`config.mk`:
```
export PLATFORM = sky130hd
export DESIGN_NAME = crs_top
export DESIGN_NICKNAME = d
export VERILOG_FILES = /design/src/rtl/crs_pkg.sv /design/src/rtl/crs_decode.sv /design/src/rtl/crs_timer.sv /design/src/rtl/crs_stack.sv /design/src/rtl/crs_top.sv
export SDC_FILE = /design/constraint.sdc
export NUM_CORES = 1
export LEC_CHECK = 0
export ABC_AREA = 1
export BUFFER_PORTS_ARGS = -buffer_cell sky130_fd_sc_hd__buf_4
export CAP_MARGIN = 20
export CORE_MARGIN = 2
export CORE_UTILIZATION = 40
export CTS_BUF_LIST = sky130_fd_sc_hd__clkbuf_4
export DETAILED_ROUTE_END_ITERATION = 10
export GPL_TIMING_DRIVEN = 0
export PLACE_DENSITY = 0.74
export SLEW_MARGIN = 0
export SYNTH_ARGS = -nofsm -noshare
export SYNTH_HDL_FRONTEND = slang
export SYNTH_SLANG_ARGS = --single-unit
export TNS_END_PERCENT = 30
```
`constraint.sdc`:
```
create_clock -name clk -period 2.26 [get_ports clk]
set_clock_uncertainty 0.1 [all_clocks]
set_input_delay 0.113 -clock clk [delete_from_list [all_inputs] [get_ports clk]]
set_output_delay 0.113 -clock clk [all_outputs]
set_load 0.005 [all_outputs]
```
`src/rtl/crs_pkg.sv`:
```
package crs_pkg;

  typedef enum logic [2:0] {
    OP_NONE,
    OP_RCALL,
    OP_CALL,
    OP_ICALL,
    OP_RET,
    OP_RETI
  } op_e;

  localparam int STEP_W = 2;

  // Index of the edge (counted from the accepting edge as 0) on which done is registered.
  function automatic logic [STEP_W-1:0] final_step(input op_e op);
    case (op)
      OP_RCALL, OP_ICALL:       return STEP_W'(2);
      OP_CALL, OP_RET, OP_RETI: return STEP_W'(3);
      default:                  return STEP_W'(0);
    endcase
  endfunction

  function automatic logic op_pushes(input op_e op);
    return (op == OP_RCALL) || (op == OP_CALL) || (op == OP_ICALL);
  endfunction

  function automatic logic op_pops(input op_e op);
    return (op == OP_RET) || (op == OP_RETI);
  endfunction

endpackage

```
`src/rtl/crs_decode.sv`:
```
module crs_decode
  import crs_pkg::*;
#(
  parameter int PC_W = 14
) (
  input  logic [15:0]     instr,
  input  logic [15:0]     instr_ext,
  input  logic [PC_W-1:0] pc,
  input  logic [15:0]     z,
  output op_e             op,
  output logic [PC_W-1:0] target,
  output logic [PC_W-1:0] ret_addr
);

  logic [PC_W-1:0] next_one;
  logic [PC_W-1:0] next_two;
  logic [31:0]     rel_off;
  logic [21:0]     abs_k;

  assign next_one = pc + PC_W'(1);
  assign next_two = pc + PC_W'(2);
  assign rel_off  = {{20{instr[11]}}, instr[11:0]};
  assign abs_k    = {instr[8:4], instr[0], instr_ext};

  always_comb begin
    casez (instr)
      16'b1101_????_????_????: op = OP_RCALL;
      16'b1001_010?_????_111?: op = OP_CALL;
      16'b1001_0101_????_1001: op = OP_ICALL;
      16'b1001_0101_0??0_1000: op = OP_RET;
      16'b1001_0101_0??1_1000: op = OP_RETI;
      default:                 op = OP_NONE;
    endcase
  end

  always_comb begin
    case (op)
      OP_RCALL: target = next_one + PC_W'(rel_off);
      OP_CALL:  target = PC_W'(abs_k);
      OP_ICALL: target = PC_W'(z);
      default:  target = next_one;
    endcase
  end

  assign ret_addr = (op == OP_CALL) ? next_two : next_one;

endmodule

```
`src/rtl/crs_timer.sv`:
```
module crs_timer
  import crs_pkg::*;
(
  input  logic              clk,
  input  logic              rst,
  input  logic              start,
  input  logic [STEP_W-1:0] last,
  output logic              busy,
  output logic [STEP_W-1:0] step,
  output logic              accept,
  output logic              fire
);

  logic [STEP_W-1:0] last_q;

  assign accept = start && !busy;
  assign fire   = busy ? (step == last_q) : (accept && (last == '0));

  always_ff @(posedge clk) begin
    if (rst) begin
      busy   <= 1'b0;
      step   <= '0;
      last_q <= '0;
    end else if (accept && (last != '0)) begin
      busy   <= 1'b1;
      step   <= STEP_W'(1);
      last_q <= last;
    end else if (busy) begin
      if (step == last_q) busy <= 1'b0;
      else                step <= step + STEP_W'(1);
    end
  end


  step_bound_chk: assert property (@(posedge clk) disable iff (rst)
    busy |-> (step != '0) && (step <= last_q));

endmodule

```
`src/rtl/crs_stack.sv`:
```
module crs_stack
  import crs_pkg::*;
#(
  parameter int          PC_W    = 14,
  parameter int          SP_W    = 10,
  parameter logic [SP_W-1:0] SP_INIT = '1
) (
  input  logic              clk,
  input  logic              rst,
  input  logic              accept,
  input  logic              do_push,
  input  logic              do_pop,
  input  logic              busy,
  input  logic [STEP_W-1:0] step,
  input  logic [PC_W-1:0]   ret_addr,
  input  logic [7:0]        mem_rdata,
  output logic              mem_en,
  output logic              mem_we,
  output logic [SP_W-1:0]   mem_addr,
  output logic [7:0]        mem_wdata,
  output logic [SP_W-1:0]   sp,
  output logic [15:0]       popped
);

  logic        push_q;
  logic        pop_q;
  logic [15:0] ret_q;
  logic [7:0]  hi_q;
  logic [15:0] ret16;

  assign ret16  = 16'(ret_addr);
  assign popped = {hi_q, mem_rdata};

  always_ff @(posedge clk) begin
    if (rst) begin
      sp        <= SP_INIT;
      mem_en    <= 1'b0;
      mem_we    <= 1'b0;
      mem_addr  <= '0;
      mem_wdata <= '0;
      push_q    <= 1'b0;
      pop_q     <= 1'b0;
      ret_q     <= '0;
      hi_q      <= '0;
    end else begin
      mem_en <= 1'b0;
      mem_we <= 1'b0;
      if (accept) begin
        push_q <= do_push;
        pop_q  <= do_pop;
        ret_q  <= ret16;
        if (do_push) begin
          mem_en    <= 1'b1;
          mem_we    <= 1'b1;
          mem_addr  <= sp;
          mem_wdata <= ret16[7:0];
          sp        <= sp - SP_W'(1);
        end else if (do_pop) begin
          mem_en   <= 1'b1;
          mem_addr <= sp + SP_W'(1);
          sp       <= sp + SP_W'(1);
        end
      end else if (busy) begin
        if (step == STEP_W'(1)) begin
          if (push_q) begin
            mem_en    <= 1'b1;
            mem_we    <= 1'b1;
            mem_addr  <= sp;
            mem_wdata <= ret_q[15:8];
            sp        <= sp - SP_W'(1);
          end else if (pop_q) begin
            mem_en   <= 1'b1;
            mem_addr <= sp + SP_W'(1);
            sp       <= sp + SP_W'(1);
          end
        end
        if (pop_q && (step == STEP_W'(2))) hi_q <= mem_rdata;
      end
    end
  end


  push_sp_chk: assert property (@(posedge clk) disable iff (rst)
    (mem_en && mem_we) |-> (sp == mem_addr - SP_W'(1)));


  pop_sp_chk: assert property (@(posedge clk) disable iff (rst)
    (mem_en && !mem_we) |-> (sp == mem_addr));

endmodule

```
`src/rtl/crs_top.sv`:
```
module crs_top
  import crs_pkg::*;
#(
  parameter int              PC_W    = 14,
  parameter int              SP_W    = 10,
  parameter logic [SP_W-1:0] SP_INIT = '1
) (
  input  logic            clk,
  input  logic            rst,
  input  logic            start,
  input  logic [15:0]     instr,
  input  logic [15:0]     instr_ext,
  input  logic [PC_W-1:0] pc_in,
  input  logic [15:0]     z_in,
  input  logic [7:0]      status_in,
  input  logic [7:0]      mem_rdata,
  output logic            busy,
  output logic            done,
  output logic [PC_W-1:0] pc_out,
  output logic [SP_W-1:0] sp_out,
  output logic            mem_en,
  output logic            mem_we,
  output logic [SP_W-1:0] mem_addr,
  output logic [7:0]      mem_wdata,
  output logic            status_we,
  output logic [7:0]      status_wdata
);

  localparam logic [7:0] GIE_MASK = 8'h80;

  op_e               dec_op;
  logic [PC_W-1:0]   dec_target;
  logic [PC_W-1:0]   dec_ret;
  logic [STEP_W-1:0] step;
  logic              accept;
  logic              fire;
  logic [15:0]       popped;
  op_e               op_q;
  logic [PC_W-1:0]   target_q;
  op_e               cur_op;
  logic [PC_W-1:0]   cur_target;

  crs_decode #(.PC_W(PC_W)) u_decode (
    .instr    (instr),
    .instr_ext(instr_ext),
    .pc       (pc_in),
    .z        (z_in),
    .op       (dec_op),
    .target   (dec_target),
    .ret_addr (dec_ret)
  );

  crs_timer u_timer (
    .clk   (clk),
    .rst   (rst),
    .start (start),
    .last  (final_step(dec_op)),
    .busy  (busy),
    .step  (step),
    .accept(accept),
    .fire  (fire)
  );

  crs_stack #(.PC_W(PC_W), .SP_W(SP_W), .SP_INIT(SP_INIT)) u_stack (
    .clk      (clk),
    .rst      (rst),
    .accept   (accept),
    .do_push  (op_pushes(dec_op)),
    .do_pop   (op_pops(dec_op)),
    .busy     (busy),
    .step     (step),
    .ret_addr (dec_ret),
    .mem_rdata(mem_rdata),
    .mem_en   (mem_en),
    .mem_we   (mem_we),
    .mem_addr (mem_addr),
    .mem_wdata(mem_wdata),
    .sp       (sp_out),
    .popped   (popped)
  );

  assign cur_op     = busy ? op_q : dec_op;
  assign cur_target = busy ? target_q : dec_target;

  always_ff @(posedge clk) begin
    if (rst) begin
      op_q         <= OP_NONE;
      target_q     <= '0;
      done         <= 1'b0;
      pc_out       <= '0;
      status_we    <= 1'b0;
      status_wdata <= '0;
    end else begin
      if (accept) begin
        op_q     <= dec_op;
        target_q <= dec_target;
      end
      done      <= fire;
      status_we <= fire && (cur_op == OP_RETI);
      if (fire) begin
        pc_out       <= op_pops(cur_op) ? PC_W'(popped) : cur_target;
        status_wdata <= status_in | GIE_MASK;
      end
    end
  end


  done_single_chk: assert property (@(posedge clk) disable iff (rst)
    done |=> !done);


  quiet_at_done_chk: assert property (@(posedge clk) disable iff (rst)
    done |-> !mem_en);


  status_with_done_chk: assert property (@(posedge clk) disable iff (rst)
    status_we |-> (done && status_wdata[7]));


  hold_while_busy_chk: assert property (@(posedge clk) disable iff (rst)
    (busy && $past(busy) && !$past(rst)) |-> $stable(op_q));

endmodule

```
* Word level (Yosys, flattened, before mapping) *
Index checks and enable logic that the tools add are counted.
Widths: inputs -> output; s select.

storage, ports and cells
  word-level logic and storage cells = 113
  output and inout port bits = 55
  flip-flop bits (word level) = 98
  input port bits = 81

operators by class
  $add $sub $neg = 6
  bitwise logic cells = 2
  equality and inequality tests = 18
  mux-type cells = 43
  reduce and logical (&&, ||, !) cells = 25

operators with widths
  cell                   number
  $mux 10                12
  $mux 14                3
  $pmux 14 s3            1
  $mux 8                 5
  $eq 14x14->1 const B   2
  $mux 1                 19
  $pmux 3 s5             1
  $add 14x1->14 const B  1
  $add 14x14->14         1
  $add 14x2->14 const B  1
  $eq 12x12->1 const B   1
  $eq 3x3->1 const B     4
  $add 10x1->10 const B  1
  $eq 10x10->1 const B   1
  $reduce_bool 2->1      5
  $sub 10x1->10 const B  1
  $reduce_and 4->1       2
  $eq 3x2->1 const B     2
  $logic_and 1x1->1      5
  $eq 4x4->1 const B     1
  $logic_or 1x1->1       4
  $pmux 2 s2             1
  $reduce_and 2->1       2
  $reduce_or 2->1        2
  15 further kinds       16

* Logic depth before layout (Yosys ltp) *
  depth in word-level cells = 9
  depth in mapped cells = 20
  depth with buffers taken out = 20

* By module *
Synthesis repeated with hierarchy kept, for this count alone.

second synthesis, totals
  cell total of the unflattened synthesis = 1,043
  area total of the unflattened synthesis = 6,582.6 µm²

by module, submodules not included
  module      sequential area each (µm²)  times used  area an instance (µm²)  cells an instance
  crs_stack   920.9                       1           2,408.6                 343
  crs_top     820.8                       1           1,993.2                 291
  crs_decode  0.0                         1           1,883.1                 365
  crs_timer   100.1                       1           297.8                   44

* Least setup slack after synthesis *
OpenSTA, ideal clock, no wires.

  path kind = input to register
  start point = input port pc_in[1]
  end point = register target_q[13]
  stages = 19
  setup time = 116 ps
  arrival = 2,043 ps
  path slack = 1 ps
  data required time = 2,044 ps
  buffers on the path = 0
  cell sequence = ha_1 nand2_1 nor2_1 nand2_1 xor2_1 inv_1 ha_1 nand2_1 inv_1 nand2_1 nand2_1 a21oi_1 nand2_1 inv_1 nand2_1 nand3_1 nand4_1 o211ai_1 inv_1

between the ends
  word-level cells in the longest chain between the ends = 3

RTL lines
  what                  RTL line          text
  from (decl)           crs_top.sv:13     input logic [PC_W-1:0] pc_in,
  $add 14x1->14 (*)     crs_decode.sv:20  assign next_one = pc + PC_W'(1);
  $add 14x14->14        crs_decode.sv:38  OP_RCALL: target = next_one + PC_W'(rel_off);
  $pmux 14 s3 (*)       crs_decode.sv:37  case (op)
  to (signal assigned)  crs_top.sv:96     target_q <= dec_target;
  to (decl)             crs_top.sv:39     logic [PC_W-1:0] target_q;

Every way passes the cells marked *; elsewhere a longest branch is shown, timed or not.
A chain may end at the register's enable or synchronous reset.

* Final worst setup path *
  start point = input port pc_in[5]
  end point = register pc_out[13]

between the ends
  word-level cells in the longest chain between the ends = 5

RTL lines
  what                  RTL line          text
  $add 14x1->14 (*)     crs_decode.sv:20
  $add 14x14->14        crs_decode.sv:38
  $pmux 14 s3 (*)       crs_decode.sv:37
  $mux 14 (*)           crs_top.sv:83     assign cur_target = busy ? target_q : dec_target;
  $mux 14 (*)           crs_top.sv:101    pc_out <= op_pops(cur_op) ? PC_W'(popped) : cur_target;
  to (signal assigned)  crs_top.sv:101
  to (decl)             crs_top.sv:19     output logic [PC_W-1:0] pc_out,

Marked as above.

==> qor.yml <==
status:
  status: "complete, no violations"
clocking:
  cts_tree: "yes"
  ctsLongestPathBuffers: 2
  cts_buffers: 9
  cts.sinks: 90
  worst_setup_hold_path_clk_slew_ps: 160
  cts-root-buf: "clkbuf_4"
  insertion_delay_ps: 490
  cts_max_level: 3
logic_synthesis:
  synth_area_sq_um: 6030
  synth_cells: 904
  yosysWarnings: 0
  synth_top_cell_by_area: "dfxtp_1"
  synth_top_cells_by_area: "dfxtp_1 30%, nand2_1 10%, a21oi_1 7.6%"
  synth_top_area_share_pct: 29.9
  synth_edf_count: 0
  syn-num-nets: 1008
  avgSynthCellArea_sq_um: 6.67
  synthArstFlopShare_pct: 0
  ys_seq_area_share_pct: 29.9
  synth-main-ff-cell: "dfxtp_1"
  synth_cell_types: 52
  synth-seq-cells: 90
drt:
  drc: 0
  first_pass_iters: 5
  dr.first_iter.drc_count: 524
  wl_um: 20100
  via_per_inst: 5.27
  wl_per_cell_um: 15.6
  met3_length_um: 1470
  top_layer: "met4"
  wl_met1_um: 8610
  vias: 6765
  ant_nets: 0
  dr_wl_met2_um: 9340
timing:
  fin_crit_ps: 2230
  slew-limit-headroom_pct: 57.3
  slew_violations: 0
  max_freq_mhz: 449
  max_slew.worst_pin.slew_ps: 641
  setup_violations: 0
  hold_violations: 0
  layout_setup_ws_ps: 32.1
  rsz0062_at_grt: "yes"
  finalCritPeriodShare_pct: 98.6
global_route:
  grt_pass1_wl_um: 31900
  grt-ovfl-total: 0
  grt_pass1_vias: 6427
  grtUsageTotal_pct: 24.8
  grt_antenna_before_repair: 0
  grt_max_degree: 16
placement:
  preCtsSetupSlack_ps: -729
  gp_congestion: 0.951
  port_buffers: 128
  dpl.hpwl_um: 14900
  dpl-instance-area_sq_um: 7220
floorplanning:
  coreArea_sq_um: 14600
  die_area_sq_um: 16100
  fp.dieH_um: 127
  num_rows: 44
  die_w_um: 127
  start_util_pct: 41.2
  io_pins: 136
final_layout:
  num-fill-cells: 1435
  layout_common_cells: "158 x nand2_1, 133 x buf_4, 107 x nor2_1, 96 x inv_1, 90 x dfxtp_1"
  fin_nets: 1199
  antenna_cells: 0
  final_common_cell: "nand2_1"
  drive_above_1_share_pct: 20.9
  synthToLayoutAreaGrowth_pct: 34.7
  fin_area_sq_um: 8120
setup_path:
  start_kind: "input port"
  cp.required_ps: 2580
  crit_path_end_kind: "register"
  cpPeakStageDelay_ps: 300
  cp_max_fo: 4
  cpMostUsedCell: "nand2_1"
  path_cells: "buf_4 -> nand2_1 -> nor2_2 -> inv_1 -> nor2_4 -> nand2_1 -> xor2_2 -> inv_2 -> ha_1 -> nand2_1 -> inv_1 -> nand2_1 -> inv_1 -> a21oi_1 -> nand2_1 -> nand3_1 -> nand3_1 -> nand4_1 -> nand2_2 -> a21oi_2"
  arrival_ps: 2550
  critPathKind: "in -> reg"
  worst_path_max_delay_cell: "ha_1"
pwr:
  vdd_drop_max_mv: 0.445
  p_leak_nw: 3.81
  p_per_area_nw_per_um2: 458
flow_run:
  drv_cap: 0
hold_path:
  hp-class: "in -> reg"
-- logic make-up (layout without fill, tap and decap cells) --
kind of cell	count (synthesis)	count (layout)	synth area share (%)
xor+xnor	37	37	5.50
buf+inv	148	344	10.6
simple gates	380	380	27.8
fa+ha+maj	23	23	4.90
compound gates	226	226	21.3
flops	90	90	29.9
-- final timing paths --
check | slack, ps | start | endpoint | depth (start not counted)
setup / recovery | 30 | pc_in[5] | pc_out[13] | 20
hold / removal | 50 | z_in[0] | target_q[0] | 7
setup reg to reg | 220 | u_timer.busy | pc_out[13] | 9
hold reg to reg | 360 | u_stack.hi_q[1] | u_stack.hi_q[1] | 2
-- final cells by class --
class	count	area (sq um)	area share (%)
Timing Repair Buffer	180	1470	18.1
Tap cell	184	230	2.84
Inverter	109	414	5.10
Clock buffer	9	67.6	0.832
Buffer	39	226	2.79
Sequential cell	90	1800	22.2
Multi-Input combinational cell	666	3820	47.0
Clock inverter	7	93.8	1.16
-- flip-flops by register name, indices dropped and copies added, names as in the netlist, 2 cells and up --
| name | cells |
|---|---|
| op_q | 3 |
| pc_out | 14 |
| status_wdata | 8 |
| target_q | 14 |
| u_stack.hi_q | 6 |
| u_stack.mem_addr | 10 |
| u_stack.mem_wdata | 8 |
| u_stack.ret_q | 6 |
| u_stack.sp | 10 |
| u_timer.last_q | 2 |
| u_timer.step | 2 |
-- critical path: cells and delay by family --
family | cells | cell delay (ps)
AOI/OAI and AO/OA | 2 | 270
xor gates and xnor gates | 1 | 170
adders and majority gates | 1 | 300
buffers and inverters | 5 | 410
and+or+nand+nor | 11 | 1270
-- where the power goes --
part / internal [mW] / switching, mW
clock: 0.445 / 0.583
sequential: 1.66 / 0.0437
combinational: 0.437 / 0.548
total: 2.55 / 1.17
-- cell usage after synthesis (2+ instances only) --
| cell type | number |
|---|---|
| nand2_2 | 4 |
| nor2_2 | 4 |
| nor3_4 | 2 |
| nand2_4 | 3 |
| xor2_1 | 30 |
| o221ai_1 | 2 |
| inv_2 | 6 |
| o21ai_1 | 18 |
| nor2_1 | 109 |
| o21ai_4 | 2 |
| nand3b_1 | 5 |
| xnor2_1 | 6 |
| a211oi_1 | 2 |
| clkbuf_1 | 18 |
| inv_4 | 2 |
| a31oi_1 | 13 |
| nor3_1 | 8 |
| buf_1 | 6 |
| nand4_1 | 14 |
| buf_2 | 6 |
| a21oi_1 | 91 |
| a22oi_1 | 3 |
| nand2_1 | 161 |
| o21ai_0 | 67 |
| o211ai_1 | 16 |
| or2_2 | 4 |
| dfxtp_1 | 90 |
| buf_6 | 7 |
| ha_1 | 22 |
| nand3_1 | 62 |
| inv_1 | 100 |
-- metrics by stage --
stage / utilization [%] / power (mW) / instances / hold WS [ps] / TNS, ps
2_1_floorplan: - / 2.25 / 904 / 148 / 0
3_3_place_gp: 49.3 / 2.59 / 1216 / 236 / -9470
3_5_place_dp: 49.3 / 2.60 / 1216 / 247 / -9390
4_1_cts: 53.9 / 3.68 / 1280 / 1.08 / -151
5_1_grt: 55.5 / 3.91 / 1284 / 23.1 / -133
6_report: 55.5 / 3.72 / 1284 / 46.5 / 0
-- routing by layer --
metal,vias up,global-route usage (%)
met4,0,11.0
met3,47,5.02
met1,3057,32.0
li1,3376,-
met5,-,0
met2,285,40.3
-- what timing repair did --
| item | CTS | global route |
|---|---|---|
| resized for setup | 4 | 38 |
| setup buffers | 0 | 5 |
| hold buffers | 48 | 0 |
| setup endpoints to repair | 7 | 53 |
| pin swaps | 0 | 6 |
| hold endpoints to repair | 48 | 0 |
(Power assumes the default switching activity.)
